**config.mk**
```make
export PLATFORM = sky130hd
export DESIGN_NAME = addr_latch8
export DESIGN_NICKNAME = d
export VERILOG_FILES = /design/src/rtl/addr_latch8.sv
export SDC_FILE = /design/constraint.sdc
export NUM_CORES = 1
export LEC_CHECK = 0
export BUFFER_PORTS_ARGS = -buffer_cell sky130_fd_sc_hd__buf_2
export CAP_MARGIN = 20
export CORE_AREA = 3 3 40 42
export DETAILED_ROUTE_END_ITERATION = 7
export DIE_AREA = 0 0 43 45
export GPL_TIMING_DRIVEN = 0
export PLACE_DENSITY = 0.69
export SLEW_MARGIN = 15
export SYNTH_ARGS = -nofsm -noshare
export SYNTH_HDL_FRONTEND = slang
export SYNTH_SLANG_ARGS = --single-unit
export TNS_END_PERCENT = 20
```
**constraint.sdc**
```tcl
create_clock -name clk -period 1.5 [get_ports clk]
set_clock_uncertainty 0.2 [all_clocks]
set_input_delay 0.3 -clock clk [delete_from_list [all_inputs] [get_ports clk]]
set_output_delay 0.3 -clock clk [all_outputs]
set_load 0.01 [all_outputs]
```
**src/rtl/addr_latch8.sv**
```systemverilog
module addr_latch8 #(
  parameter int AW = 3
) (
  input  logic                 clk,
  input  logic                 por,
  input  logic                 en_n,
  input  logic                 clr_n,
  input  logic [AW-1:0]        sel,
  input  logic                 din,
  output logic [(1<<AW)-1:0]   q
);
  localparam int N = 1 << AW;

  typedef enum logic [1:0] {M_WRITE, M_HOLD, M_STEER, M_CLEAR} mode_t;

  mode_t         mode;
  logic [N-1:0]  st;
  logic [N-1:0]  hot;

  assign mode = en_n ? (clr_n ? M_HOLD : M_CLEAR) : (clr_n ? M_WRITE : M_STEER);
  assign hot  = din ? (N'(1) << sel) : '0;

  always_ff @(posedge clk) begin
    if (por) st <= '0;
    else begin
      case (mode)
        M_WRITE: st[sel] <= din;
        M_CLEAR: st <= '0;
        default: ;
      endcase
    end
  end

  always_comb begin
    case (mode)
      M_STEER: q = hot;
      M_CLEAR: q = '0;
      default: q = st;
    endcase
  end
endmodule


```
==> flow_summary.yaml <==
run_status:
  status: "finished, violations left"
  violations: "setup timing"
layout:
  fin_nets: 99
  final_core_util_pct: 67.0
  fin_area_sq_um: 861
  regMostFlops: "st"
  final_common_cell: "buf_2"
  top_regs: "st x8"
  num_antenna_cells: 0
  area_growth_syn_to_layout_pct: 55.3
  drive_gt1_share_pct: 46.0
  largest_reg_flops: 8
  layout_common_cells: "buf_2, nand2_1, dfxtp_1, nand3_1, mux2i_1"
pwr:
  power_switching_mw: 0.149
  swShare_pct: 28.0
  power_density_nw_per_um2: 618
  p_leak_nw: 0.407
  internal_power_mw: 0.383
  power_frac_seq_pct: 41.2
  power_frac_clock_pct: 31.1
  p_comb_share_pct: 27.7
  irDropWorstVdd_mv: 0.407
sta:
  clock.fmax_ghz: 0.613
  finalMaxSlewViolations: 0
  period_minus_slack_ns: 1.63
  fin_worst_hold_slack_ns: 0.205
  tightest_slew_ns: 0.413
  maxSlewHeadroom_pct: 72.5
  setup_ws_ns: -0.133
  rsz0062_at_grt: "true"
  setup_viol: 8
  period_share_pct: 109
  final_hold_viol_count: 0
synthesis:
  syn_avg_cell_area_sq_um: 8.27
  yosysWarnings: 0
  ys_types: 18
  ys_ff_latch: 8
  synth_nets: 77
  synthCells: 67
  ys_seq_area_share_pct: 28.9
  synth_area_sq_um: 554
critical_path:
  r2r_setup_slack_ns: 0.65
  slowest_delay_ns: 0.17
  critPathKind: "in -> out"
  end_kind: "output port"
  worstPathMaxFanout: 5
  arrival_ns: 1.13
  critPathLaunchType: "input port"
  path_buf_inv: 4
  cp.required_ns: 1.00
  slowest_stage: "ha_4"
  crit_path_cell_trace: "buf_8 -> inv_4 -> ha_4 -> buf_12 -> nor3b_4 -> a41o_1 -> buf_2"
  crit_family: "buffers and inverters"
place:
  place.port_buffers: 14
  placed_cell_area_sq_um: 671
  place_congestion: 0.738
  hpwl_um: 943
floorplanning:
  rows: 13
  die_w_um: 43
  io_pins: 16
  die_area_sq_um: 1940
  die_y_um: 45
  core_sq_um: 1280
  start_util_pct: 43.1
cts:
  clock-sinks: 8
  tritoncts: "done"
  h-tree-depth: 1
  cts.hold.buffers_added: 0
  clock_path_buffers: 2
  insertion_delay_ns: 0.24
  clock-root-buffer: "clkbuf_4"
  clk_pin_slew_ns: 0.06
  numCtsBuffers: 3
routing:
  drt_iter0_markers: 9
  vias: 576
  avgRoutedWirePerCell_um: 14.9
  postRouteAntennaNets: 0
  vias_per_cell: 5.65
  first_pass_iters: 4
  drt_wl_total_um: 1520
  drc: 0
global_routing:
  grt_pass1_wl_um: 2600
  grt_use_total_pct: 18.4
  grt_pass1_vias: 596
  overflow: 0
  antenna_found_initial: 0
  grt_max_degree: 11
run:
  drv_cap: 0
hold_path:
  hold_path_class: "in -> reg"
-- path summary, 6_finish.rpt --
check        start  cells after the start    end
max           en_n                      7   q[1]
min            por                      4  st[1]
max reg2reg  st[7]                      2  st[7]
min reg2reg  st[0]                      2  st[0]
-- logic make-up (layout without fill, tap and decap cells) --
group / after synthesis / count (layout) / synth area share (%)
simple gates: 34 / 34 / 33.6
fa+ha+maj: 2 / 2 / 4.51
flops: 8 / 8 / 28.9
compound gates: 9 / 9 / 11.7
buf+inv: 6 / 26 / 6.77
mux: 8 / 8 / 14.4
-- stage by stage --
step	setup TNS, ns	total power, mW	std cells	worst slack (ns)
2_1_floorplan	-0.00712	0.290	67	-0.00430
3_3_place_gp	-4.22	0.321	96	-0.346
3_5_place_dp	-4.29	0.322	96	-0.341
4_1_cts	-0.842	0.523	102	-0.126
5_1_grt	-1.14	0.560	102	-0.200
6_report	-0.803	0.532	102	-0.133
-- layer usage --
layer	up-vias	share of wire (%)	GRT usage [%]
met2	15	54	32.9
li1	280	-	-
met4	0	0.72	8.43
met3	2	5.2	4.38
met1	279	40	20.9
met5	-	0	0
-- final cells by class --
| class | count | area [sq um] |
|---|---|---|
| Tap cell | 15 | 18.8 |
| Inverter | 2 | 15.0 |
| Clock buffer | 3 | 22.5 |
| Buffer | 4 | 56.3 |
| Fill cell | 101 | 424 |
| Sequential cell | 8 | 160 |
| Timing Repair Buffer | 17 | 141 |
| Multi-Input combinational cell | 53 | 447 |
-- worst register-to-register path, delay by kind of cell, from the launching register on --
family	cells	cell delay (ns)
and+or+nand+nor	1	0.08
DFF	1	0.38
AOI/OAI and AO/OA	1	0.11
-- synthesized netlist by cell type --
cell type | number | area share, %
clkbuf_1 | 2 | 1.4
a41o_1 | 4 | 7.2
nand2b_1 | 4 | 4.5
dfxtp_1 | 8 | 29
and3_1 | 1 | 1.1
nor3b_1 | 4 | 5.4
a21oi_1 | 1 | 0.90
buf_6 | 2 | 4.1
o21ai_1 | 4 | 3.6
inv_1 | 2 | 1.4
ha_1 | 2 | 4.5
nor2b_1 | 4 | 4.5
mux2i_1 | 8 | 14
or3b_4 | 1 | 2.0
nand3_1 | 7 | 6.3
nand4_1 | 2 | 2.3
nand2_1 | 10 | 6.8
nor2_1 | 1 | 0.68
-- what timing repair did --
| item | CTS | global route |
|---|---|---|
| cloned | 2 | 0 |
| setup buffers | 1 | 0 |
| pin swaps | 5 | 5 |
| setup endpoints to repair | 16 | 8 |
| gates resized for setup | 20 | 9 |
-- power groups by stage --
stage | combinational, mW | clock (mW) | sequential, mW
finish | 0.147 | 0.165 | 0.219
global route | 0.157 | 0.184 | 0.219
CTS | 0.137 | 0.167 | 0.219
detailed placement | 0.0992 | 0 | 0.223
global placement | 0.0986 | 0 | 0.223
floorplan | 0.0677 | 0 | 0.223
Note: power is estimated with default switching activity, not from simulation.
